<file path="src/rtl/mbt_pkg.sv">
package mbt_pkg;
  typedef enum logic [1:0] {
    ST_IDLE = 2'd0,
    ST_DATA = 2'd1,
    ST_SKIP = 2'd2
  } mbt_state_e;

  localparam logic [3:0] CMD_MEM_RD = 4'b0110;
  localparam logic [3:0] CMD_MEM_WR = 4'b0111;
endpackage

</file>
<file path="src/rtl/mbt_decode.sv">
module mbt_decode #(
  parameter int          ADDR_W  = 32,
  parameter int          IDX_W   = 3,
  parameter logic [31:0] BASE    = 32'h0000_1000
) (
  input  logic [ADDR_W-1:0] addr,
  input  logic [3:0]        cmd_n,
  output logic              hit,
  output logic              hit_wr,
  output logic [IDX_W-1:0]  hit_idx
);
  import mbt_pkg::*;
  localparam int TAG_LO = 2 + IDX_W;

  logic tag_ok;
  logic is_rd;
  logic is_wr;

  always_comb begin
    tag_ok  = (addr[ADDR_W-1:TAG_LO] == BASE[ADDR_W-1:TAG_LO]);
    is_rd   = (cmd_n == CMD_MEM_RD);
    is_wr   = (cmd_n == CMD_MEM_WR);
    hit     = tag_ok && (is_rd || is_wr);
    hit_wr  = is_wr;
    hit_idx = addr[TAG_LO-1:2];
  end
endmodule

</file>
<file path="src/rtl/mbt_regfile.sv">
module mbt_regfile #(
  parameter int DATA_W = 32,
  parameter int IDX_W  = 3
) (
  input  logic                clk,
  input  logic                we,
  input  logic [DATA_W/8-1:0] be,
  input  logic [IDX_W-1:0]    waddr,
  input  logic [DATA_W-1:0]   wdata,
  input  logic                re,
  input  logic [IDX_W-1:0]    raddr,
  output logic [DATA_W-1:0]   rdata
);
  localparam int DEPTH = 1 << IDX_W;
  localparam int LANES = DATA_W / 8;

  logic [DATA_W-1:0] mem [DEPTH];

  always_ff @(posedge clk) begin
    if (we) begin
      for (int b = 0; b < LANES; b++) begin
        if (be[b]) mem[waddr][8*b +: 8] <= wdata[8*b +: 8];
      end
    end
    if (re) rdata <= mem[raddr];
  end
endmodule

</file>
<file path="src/rtl/mbt_phase_fsm.sv">
module mbt_phase_fsm #(
  parameter int IDX_W       = 3,
  parameter int WAIT_STATES = 1
) (
  input  logic             clk,
  input  logic             rst,
  input  logic             frame_n,
  input  logic             irdy_n,
  input  logic             hit,
  input  logic             hit_wr,
  input  logic [IDX_W-1:0] hit_idx,
  output logic             devsel_q,
  output logic             trdy_q,
  output logic             ad_oe_q,
  output logic             ctl_oe_q,
  output logic [IDX_W-1:0] cur_idx,
  output logic             wr_stb,
  output logic             rd_stb
);
  import mbt_pkg::*;
  localparam int WC_W = (WAIT_STATES > 0) ? $clog2(WAIT_STATES + 1) : 1;
  localparam logic [WC_W-1:0] WC_LOAD = WC_W'(WAIT_STATES);

  mbt_state_e      state;
  logic [WC_W-1:0] wcnt;
  logic            cur_wr;
  logic            done;

  always_comb begin
    done   = (state == ST_DATA) && !trdy_q && !irdy_n;
    wr_stb = done && cur_wr;
    rd_stb = (state == ST_DATA) && trdy_q && (wcnt == '0) && !cur_wr;
  end

  always_ff @(posedge clk) begin
    if (rst) begin
      state    <= ST_IDLE;
      devsel_q <= 1'b1;
      trdy_q   <= 1'b1;
      ad_oe_q  <= 1'b0;
      ctl_oe_q <= 1'b0;
      wcnt     <= '0;
      cur_idx  <= '0;
      cur_wr   <= 1'b0;
    end else begin
      unique case (state)
        ST_IDLE: begin
          if (!frame_n) begin
            if (hit) begin
              state    <= ST_DATA;
              devsel_q <= 1'b0;
              ctl_oe_q <= 1'b1;
              ad_oe_q  <= !hit_wr;
              cur_wr   <= hit_wr;
              cur_idx  <= hit_idx;
              wcnt     <= WC_LOAD;
            end else begin
              state <= ST_SKIP;
            end
          end
        end
        ST_DATA: begin
          if (done) begin
            trdy_q <= 1'b1;
            if (frame_n) begin
              state    <= ST_IDLE;
              devsel_q <= 1'b1;
              ad_oe_q  <= 1'b0;
              ctl_oe_q <= 1'b0;
            end else begin
              cur_idx <= cur_idx + 1'b1;
              wcnt    <= WC_LOAD;
            end
          end else if (trdy_q) begin
            if (wcnt == '0) trdy_q <= 1'b0;
            else            wcnt   <= wcnt - 1'b1;
          end
        end
        ST_SKIP: begin
          if (frame_n && irdy_n) state <= ST_IDLE;
        end
        default: state <= ST_IDLE;
      endcase
    end
  end
endmodule

</file>
<file path="src/rtl/mbt_target.sv">
module mbt_target #(
  parameter logic [31:0] ADDR_BASE   = 32'h0000_1000,
  parameter int          WIN_DW_LOG2 = 3,
  parameter int          WAIT_STATES = 1
) (
  input  logic        clk,
  input  logic        rst,
  input  logic        frame_n,
  input  logic        irdy_n,
  input  logic [31:0] ad_in,
  input  logic [3:0]  cbe_n,
  output logic [31:0] ad_out,
  output logic        ad_oe,
  output logic        devsel_n,
  output logic        trdy_n,
  output logic        ctl_oe
);
  localparam int DATA_W = 32;
  localparam int LANES  = DATA_W / 8;

  logic                   hit, hit_wr;
  logic [WIN_DW_LOG2-1:0] hit_idx, cur_idx;
  logic                   devsel_q, trdy_q, ad_oe_q, ctl_oe_q;
  logic                   wr_stb, rd_stb;
  logic [LANES-1:0]       lane_en;

  assign lane_en = ~cbe_n;

  mbt_decode #(.ADDR_W(DATA_W), .IDX_W(WIN_DW_LOG2), .BASE(ADDR_BASE)) u_dec (
    .addr(ad_in), .cmd_n(cbe_n), .hit(hit), .hit_wr(hit_wr), .hit_idx(hit_idx)
  );

  mbt_phase_fsm #(.IDX_W(WIN_DW_LOG2), .WAIT_STATES(WAIT_STATES)) u_fsm (
    .clk(clk), .rst(rst), .frame_n(frame_n), .irdy_n(irdy_n),
    .hit(hit), .hit_wr(hit_wr), .hit_idx(hit_idx),
    .devsel_q(devsel_q), .trdy_q(trdy_q), .ad_oe_q(ad_oe_q), .ctl_oe_q(ctl_oe_q),
    .cur_idx(cur_idx), .wr_stb(wr_stb), .rd_stb(rd_stb)
  );

  mbt_regfile #(.DATA_W(DATA_W), .IDX_W(WIN_DW_LOG2)) u_rf (
    .clk(clk), .we(wr_stb), .be(lane_en), .waddr(cur_idx), .wdata(ad_in),
    .re(rd_stb), .raddr(cur_idx), .rdata(ad_out)
  );

  // reset masks the registered outputs without waiting for an edge
  always_comb begin
    devsel_n = devsel_q | rst;
    trdy_n   = trdy_q   | rst;
    ad_oe    = ad_oe_q  & ~rst;
    ctl_oe   = ctl_oe_q & ~rst;
  end
endmodule

</file>
<file path="config.mk">
export PLATFORM = sky130hd
export DESIGN_NAME = mbt_target
export DESIGN_NICKNAME = d
export VERILOG_FILES = /design/src/rtl/mbt_pkg.sv /design/src/rtl/mbt_decode.sv /design/src/rtl/mbt_regfile.sv /design/src/rtl/mbt_phase_fsm.sv /design/src/rtl/mbt_target.sv
export SDC_FILE = /design/constraint.sdc
export NUM_CORES = 1
export LEC_CHECK = 0
export BUFFER_PORTS_ARGS = -buffer_cell sky130_fd_sc_hd__buf_2
export CAP_MARGIN = 0
export CORE_ASPECT_RATIO = 0.5
export CORE_MARGIN = 2
export CORE_UTILIZATION = 54
export DETAILED_ROUTE_END_ITERATION = 8
export MAX_ROUTING_LAYER = met4
export PLACE_DENSITY = 0.76
export SYNTH_ARGS = -nofsm -noshare
export SYNTH_HDL_FRONTEND = slang
export SYNTH_HIERARCHICAL = 1
export SYNTH_SLANG_ARGS = --single-unit
</file>
<file path="constraint.sdc">
create_clock -name clk -period 3.2 [get_ports clk]
set_input_delay 0.64 -clock clk [delete_from_list [all_inputs] [get_ports clk]]
set_output_delay 0.64 -clock clk [all_outputs]
set_load 0.05 [all_outputs]
</file>
==> run metrics, run 1 <==
total gr overflow=0; setup repair bufs after CTS=0; Final Hold Fails=0; combinational fraction of design power=1.2%; NumNets Final=693; pin count of the biggest net entering global routing=45; H-tree depth=1; Critical Path Fanout Max=44; Hold Path Depth=1; syn nets=576; Synth Area in Adders=0.107%; drt total wl=21.3 mm; Worst-Margin Slew=0.844 ns; Synthesis Warnings=6; vias in the first global route=5618; max-cap viol count=0; Gate Count Post-Synth=535; DR WL/cell=22.2 um; Synth top cells by count=edfxtp_1 (288), mux4_1 (40), nor2_1 (40); Top FF cell, synth=edfxtp_1; Design Area, Final=0.0133 mm2; sequential area share after synthesis=76.1%; Slew HR=43.7%; Avg Cell Area, Syn=21.8 um2; proportion of synthesized area in mux cells=17.1%; share of post-route cells with drive strength above 1=33.2%; RSZ-0062 raised after global routing=false; Final Max Tran Viols=0; Worst EP required=3.46 ns; endpoint class of the critical path=register; Cell Pwr Density=535 mW/mm2; Critical Path Start Type=register; fmax=421 MHz; Die Area=0.0229 mm2; Pint=5740 uW; starting density of the core=55.9%; Post-synth EDFFs=288; Post-Synth Simple-Gate Area=4.08%; I/O Buffers=75; io pins=76; Clock Tree Buf Depth=3; area growth from synthesis to layout=13.8%; crit-path cells=buf_4 > mux4_1 > mux2_2; Final setup viols=0; Seq pwr share=60.3%; # clock sinks=299; Inserted Diodes=0; most common cell in the netlist=edfxtp_1; GP Congestion=0.793; All-Layer GR Usage=19.9%; later-pin clock latency in the skew report=0.52 ns; status=completed; Psw=1350 uW; critical path class=reg -> reg; Clock Skew=0.0166 ns; Core Box Area=0.0209 mm2; Distinct cells, synth=42; complex-gate fraction of the synthesized area=0.794%; first-pass GRT wire length=32.6 mm; leak pwr=0.00429 uW; via count=5506; first-pass detailed-route iteration total=5; Iter 0 DRT Violations=565; largest family of logic cells by synthesized area=multiplexers; Tmin final=2.37 ns; Sw Ratio=19.1%; Clk pwr share=38.5%; Max stage delay cell, worst path=dfxtp_4; Worst path max stage delay=0.83 ns; sum of negative setup slack=0 ns; Chip Height=108 um; period utilization=74.1%; Max rail drop VDD=335 uV; top cell type's share of synthesized area=74.2%; antenna violations before repair=0; Placement Cell Area=0.0125 mm2; drt via density=5.73; root buf cell=clkbuf_16; cells on worst reg2reg path=3; Post-DP HPWL=13.2 mm; DRC errors left=0; Area contributors post-synth=edfxtp_1 (74%), mux4_1 (9.0%), mux4_2 (4.6%); hold bufs inserted after CTS=0; #FFs+latches synth=299; PostCTS Resize Cnt=0; Die X=212 um; Final ANT Viol Nets=0; CTS buffer count=25; mapped cell area=0.0117 mm2; leading area contributor after synthesis=edfxtp_1; Worst-path clk slew=0.06 ns; FFs w/ async S/R, synth=0%; CTS tree=yes; CP arrival=2.64 ns; standard-cell rows=37; XOR/XNOR share of the synthesized area=0%; Worst Hold Class=in -> reg
-- kinds of logic after synthesis --
| logic type | after synthesis |
|---|---|
| AO/OA/AOI/OAI | 15 |
| adder cells (fa/ha/maj) | 1 |
| buffers and inverters | 33 |
| flip-flops | 299 |
| multiplexers | 100 |
| AND/OR/NAND/NOR | 87 |
-- final timing paths --
path | start | endpoint | slack, ns
max | u_fsm/cur_idx[0] | u_rf/rdata[8] | 0.83
min | ad_in[1] | u_rf/mem[2][1] | 0.40
max reg2reg | u_fsm/cur_idx[0] | u_rf/rdata[8] | 0.83
min reg2reg | u_fsm/devsel_q | u_fsm/devsel_q | 0.46
-- routing by layer --
layer  up-vias  track usage, %  share of wire, %
li1       2466               -                 -
met1      2842            28.5                46
met2       160            31.2                47
met3        38            2.98               5.3
met4         0            4.43               1.9
met5         -               -                 0
-- placed cells by master, fill, tap and decap left out, drive strengths merged, types with 2 or more instances in the layout --
| cell | Yosys | final |
|---|---|---|
| mux2 | 33 | 33 |
| or2 | 3 | 3 |
| or3 | 2 | 2 |
| mux4 | 64 | 64 |
| nand3 | 2 | 2 |
| a21oi | 7 | 7 |
| inv | 8 | 9 |
| clkinvlp | 0 | 2 |
| nor3 | 7 | 7 |
| buf | 23 | 115 |
| nor2 | 40 | 40 |
| nand2 | 7 | 7 |
| edfxtp | 288 | 288 |
| clkinv | 0 | 10 |
| nor4 | 7 | 7 |
| a211o | 2 | 2 |
| mux2i | 3 | 3 |
| or3b | 4 | 4 |
| dfxtp | 11 | 11 |
| nor2b | 4 | 4 |
| nand3b | 3 | 3 |
| nand2b | 2 | 2 |
| o21ai | 3 | 3 |
| clkbuf | 2 | 31 |
-- power by group through the flow --
stage               logic [uW]  registers, uW  clock network [uW]
CTS                       86.2           4280                2790
global route              94.9           4270                2920
floorplan                 18.0           4360                   0
global placement          79.9           4360                   0
finish                    84.9           4280                2730
detailed placement        86.4           4360                   0
-- critical path, delay by kind of cell, from the launching register on --
family / cells / cell delay (ns)
multiplexers: 2 / 0.89
buffers and inverters: 1 / 0.39
flip-flops: 1 / 0.83
-- layout make-up --
type	count	area (um2)
Clock buffer	31	648
Clock inverter	13	73.8
Fill cell	1412	7610
Inverter	8	30.0
Multi-Input combinational cell	203	2580
Sequential cell	299	8870
Tap cell	292	365
Timing Repair Buffer	115	688
-- stage by stage --
step | worst slack [ns] | utilization (%) | total power [uW] | instances | hold WS (ns)
after CTS | 0.787 | 63.5 | 7150 | 961 | 0.388
after detailed placement | 0.394 | 60.1 | 4450 | 917 | 0.450
after floorplan | 0.805 | - | 4380 | 535 | 0.427
after global routing | 0.695 | 63.5 | 7290 | 961 | 0.409
final | 0.827 | 63.5 | 7100 | 961 | 0.400
after global placement | 0.435 | 60.1 | 4440 | 917 | 0.442
-- state kept, by name, indices dropped and copies added (netlist names) --
| register | cells |
|---|---|
| u_fsm/cur_idx | 3 |
| u_fsm/devsel_q | 1 |
| u_fsm/cur_wr | 1 |
| u_fsm/ctl_oe_q | 1 |
| u_fsm/state | 2 |
| u_rf/rdata | 32 |
| u_fsm/trdy_q | 1 |
| u_fsm/wcnt | 1 |
| u_rf/mem | 256 |
| u_fsm/ad_oe_q | 1 |
No activity file was read; power rests on OpenSTA's default activity.
==> run 2: changes to the inputs <==
--- a/config.mk
+++ b/config.mk
@@ -5,14 +5,15 @@
 export SDC_FILE = /design/constraint.sdc
 export NUM_CORES = 1
 export LEC_CHECK = 0
+export ABC_AREA = 1
 export BUFFER_PORTS_ARGS = -buffer_cell sky130_fd_sc_hd__buf_2
 export CAP_MARGIN = 0
 export CORE_ASPECT_RATIO = 0.5
 export CORE_MARGIN = 2
-export CORE_UTILIZATION = 54
+export CORE_UTILIZATION = 55
 export DETAILED_ROUTE_END_ITERATION = 8
 export MAX_ROUTING_LAYER = met4
-export PLACE_DENSITY = 0.76
+export PLACE_DENSITY = 0.74
 export SYNTH_ARGS = -nofsm -noshare
 export SYNTH_HDL_FRONTEND = slang
 export SYNTH_HIERARCHICAL = 1
==> constraint.sdc (replaced) <==
create_clock -name clk -period 2.25 [get_ports clk]
set_input_delay 0.45 -clock clk [delete_from_list [all_inputs] [get_ports clk]]
set_output_delay 0.45 -clock clk [all_outputs]
set_load 0.05 [all_outputs]
==> run 2 against run 1 <==
  * Count of clock-buffer cells in the layout is the same
  * Maximum frequency grew 27%
  * Routed wire length grew 32%
  * Power grew 51%
  * Largest cell class unchanged
  * Utilization shrank 0.21 points
  * Flip-flop and latch count is the same
==> run metrics, run 2 <==
worst setup path startpoint=u_fsm/cur_idx[0] (unchanged); Reg-to-Reg Start=u_fsm/cur_idx[0] (unchanged); syn nets=1361 (was 576); FFs w/ async S/R, synth=0% (unchanged); Cell Count, Final, Fillers Out=1740 (was 961); Cell Pwr Density=730 mW/mm2 (was 535 mW/mm2); NumNets Final=1458 (was 693); GP Congestion=0.824 (was 0.793); leading area contributor after synthesis=edfxtp_1 (unchanged); first-pass detailed-route iteration total=5 (unchanged); drt total wl=28.2 mm (was 21.3 mm); cells on worst reg2reg path=6 (was 3); pin count of the biggest net entering global routing=65 (was 45); Clock Tree Buf Depth=3 (unchanged); fmax=534 MHz (was 421 MHz); area growth from synthesis to layout=11.7% (was 13.8%); Worst-path clk slew=0.07 ns (was 0.06 ns); max-cap viol count=0 (unchanged); hold bufs inserted after CTS=0 (unchanged); Chip Height=113 um (was 108 um); largest registers=u_rf/mem x256, u_rf/rdata x32, u_fsm/cur_idx x3 (unchanged); Critical Path Fanout Max=50 (was 44); Final Hold Fails=0 (unchanged); antenna violations before repair=0 (unchanged); share of post-route cells with drive strength above 1=11.9% (was 33.2%); Slew HR=47.4% (was 43.7%); PostCTS Resize Cnt=0 (unchanged); #FFs+latches synth=299 (unchanged); Top FF cell, synth=edfxtp_1 (unchanged); total gr overflow=0 (unchanged); critical path class=reg -> reg (unchanged); Final Max Tran Viols=0 (unchanged); vias in the first global route=8530 (was 5618); status=completed (unchanged); Multi-input gate area=0.00285 mm2 (was 0.00258 mm2); I/O Buffers=75 (unchanged); flip-flop and latch area=0.00887 mm2 (about the same); Die Area=0.0252 mm2 (was 0.0229 mm2); Final setup viols=0 (unchanged); R2R setup slack=0.38 ns (was 0.83 ns); Synth top cells by count=nand2_1 (451), edfxtp_1 (288), inv_1 (281) (was edfxtp_1 (288), mux4_1 (40), nor2_1 (40)); root buf cell=clkbuf_16 (unchanged); Clock Skew=0.00825 ns (was 0.0166 ns); sum of negative setup slack=0 ns (unchanged); Max rail drop VDD=510 uV (was 335 uV); standard-cell rows=39 (was 37); Distinct cells, synth=27 (was 42); # clock sinks=299 (unchanged); Iter 0 DRT Violations=776 (was 565); Gate Count Post-Synth=1320 (was 535); Post-DP HPWL=16.9 mm (was 13.2 mm); DR WL/cell=16.2 um (was 22.2 um); later-pin clock latency in the skew report=0.53 ns (was 0.52 ns); most common cell after layout, fill and taps aside=nand2_1 (was edfxtp_1); CTS buffer count=25 (unchanged); first-pass GRT wire length=43.9 mm (was 32.6 mm); Tmin final=1.87 ns (was 2.37 ns); Largest register FFs=256 (unchanged); Most flops, register=u_rf/mem (unchanged); commonest cells after routing, fill and taps aside=nand2_1 (451), edfxtp_1 (288), inv_1 (281) (was edfxtp_1 (288), buf_2 (75), nor2_1 (40), mux4_1 (40), buf_4 (39)); Critical Path Start Type=register (unchanged); endpoint class of the critical path=register (unchanged); Final ANT Viol Nets=0 (unchanged); via count=8893 (was 5506); most common cell in the netlist=nand2_1 (was edfxtp_1); reg2reg end=u_rf/rdata[17] (was u_rf/rdata[8]); DRC errors left=0 (unchanged); Synthesis Warnings=6 (unchanged); sequential area share after synthesis=67.6% (was 76.1%); Worst EP required=2.54 ns (was 3.46 ns); Area contributors post-synth=edfxtp_1 (66%), nand2_1 (13%), inv_1 (8.0%) (was edfxtp_1 (74%), mux4_1 (9.0%), mux4_2 (4.6%)); Worst-Margin Slew=0.788 ns (was 0.844 ns); H-tree depth=1 (unchanged); Worst Setup EP=u_rf/rdata[17] (was u_rf/rdata[8]); leak pwr=0.00659 uW (was 0.00429 uW); CP arrival=2.16 ns (was 2.64 ns); Inserted Diodes=0 (unchanged); Die X=222 um (was 212 um); CTS tree=yes (unchanged); mapped cell area=0.0131 mm2 (was 0.0117 mm2); period utilization=83.2% (was 74.1%); Layout fillers=1755 (was 1412); Hold WS=0.163 ns (was 0.400 ns); placed cells=1697 (was 917); RSZ-0062 raised after global routing=false (unchanged); All-Layer GR Usage=23.3% (was 19.9%); Worst Hold Class=in -> reg (unchanged); starting density of the core=56.7% (was 55.9%); setup repair bufs after CTS=0 (unchanged); top cell type's share of synthesized area=65.9% (was 74.2%); Avg Cell Area, Syn=9.93 um2 (was 21.8 um2); io pins=76 (unchanged); drt via density=5.11 (was 5.73); Core Box Area=0.0231 mm2 (was 0.0209 mm2); Post-synth EDFFs=288 (unchanged)
==> run 2: worst max-delay path: stages, from the launching register on <==
cell and delay (ns):
dfxtp_4 0.59, buf_4 0.53, nand2_1 0.16, nand3_1 0.13, nand2_1 0.06, nand2_1 0.07
nand2_1 0.05
==> run 2: power breakdown <==
group / total, uW / switching [uW] / internal, uW
Clock: 3900 / 1870 / 2030
Sequential: 6130 / 18.8 / 6110
Combinational: 662 / 467 / 195
Total: 10700 / 2360 / 8340
==> run 2: cell families (layout without fill, tap and decap cells) <==
| group | count (synthesis) | in the layout | share of synthesized area (%) |
|---|---|---|---|
| buf+inv | 338 | 451 | 10.7 |
| compound gates | 15 | 15 | 0.668 |
| simple gates | 667 | 667 | 20.9 |
| flops | 299 | 299 | 67.6 |
| fa+ha+maj | 1 | 1 | 0.0954 |
==> run 2: per-layer routing <==
| layer | GRT usage [%] | part of all wire [%] |
|---|---|---|
| met4 | 6.09 | 1.7 |
| met3 | 3.19 | 6.9 |
| met1 | 30.5 | 43 |
| met2 | 38.9 | 48 |
| met5 | - | 0 |
==> run 2: how the worst min path moves through the flow <==
stage / start / slack, ns / endpoint / cells past startpoint
2_1_floorplan: u_fsm/devsel_q / 0.43 / u_fsm/devsel_q / 2
3_3_place_gp: u_fsm/devsel_q / 0.45 / u_fsm/devsel_q / 2
3_5_place_dp: u_fsm/ctl_oe_q / 0.46 / u_fsm/ctl_oe_q / 2
4_1_cts: rst / 0.15 / u_fsm/ad_oe_q / 2
5_1_grt: rst / 0.16 / u_fsm/ad_oe_q / 2
6_report: rst / 0.16 / u_fsm/ad_oe_q / 2
==> run 2: cell type report <==
| type | instances | area share, % |
|---|---|---|
| multi-input combinational | 683 | 19.5 |
| timing repair buffer | 121 | 5.18 |
| inverter | 287 | 7.36 |
| tap | 307 | 2.62 |
| sequential | 299 | 60.6 |
| clock buffer | 31 | 4.43 |
| clock inverter | 12 | 0.367 |
==> run 2: stage by stage <==
stage               worst slack (ns)  total power, uW  util, %  instance area (um2)
floorplan                      0.339             6700        -                13100
global placement               0.218             6880     60.3                13900
detailed placement             0.213             6910     60.3                13900
CTS                            0.401            10700     63.3                14600
global route                   0.261            11100     63.3                14600
finish                         0.378            10700     63.3                14600
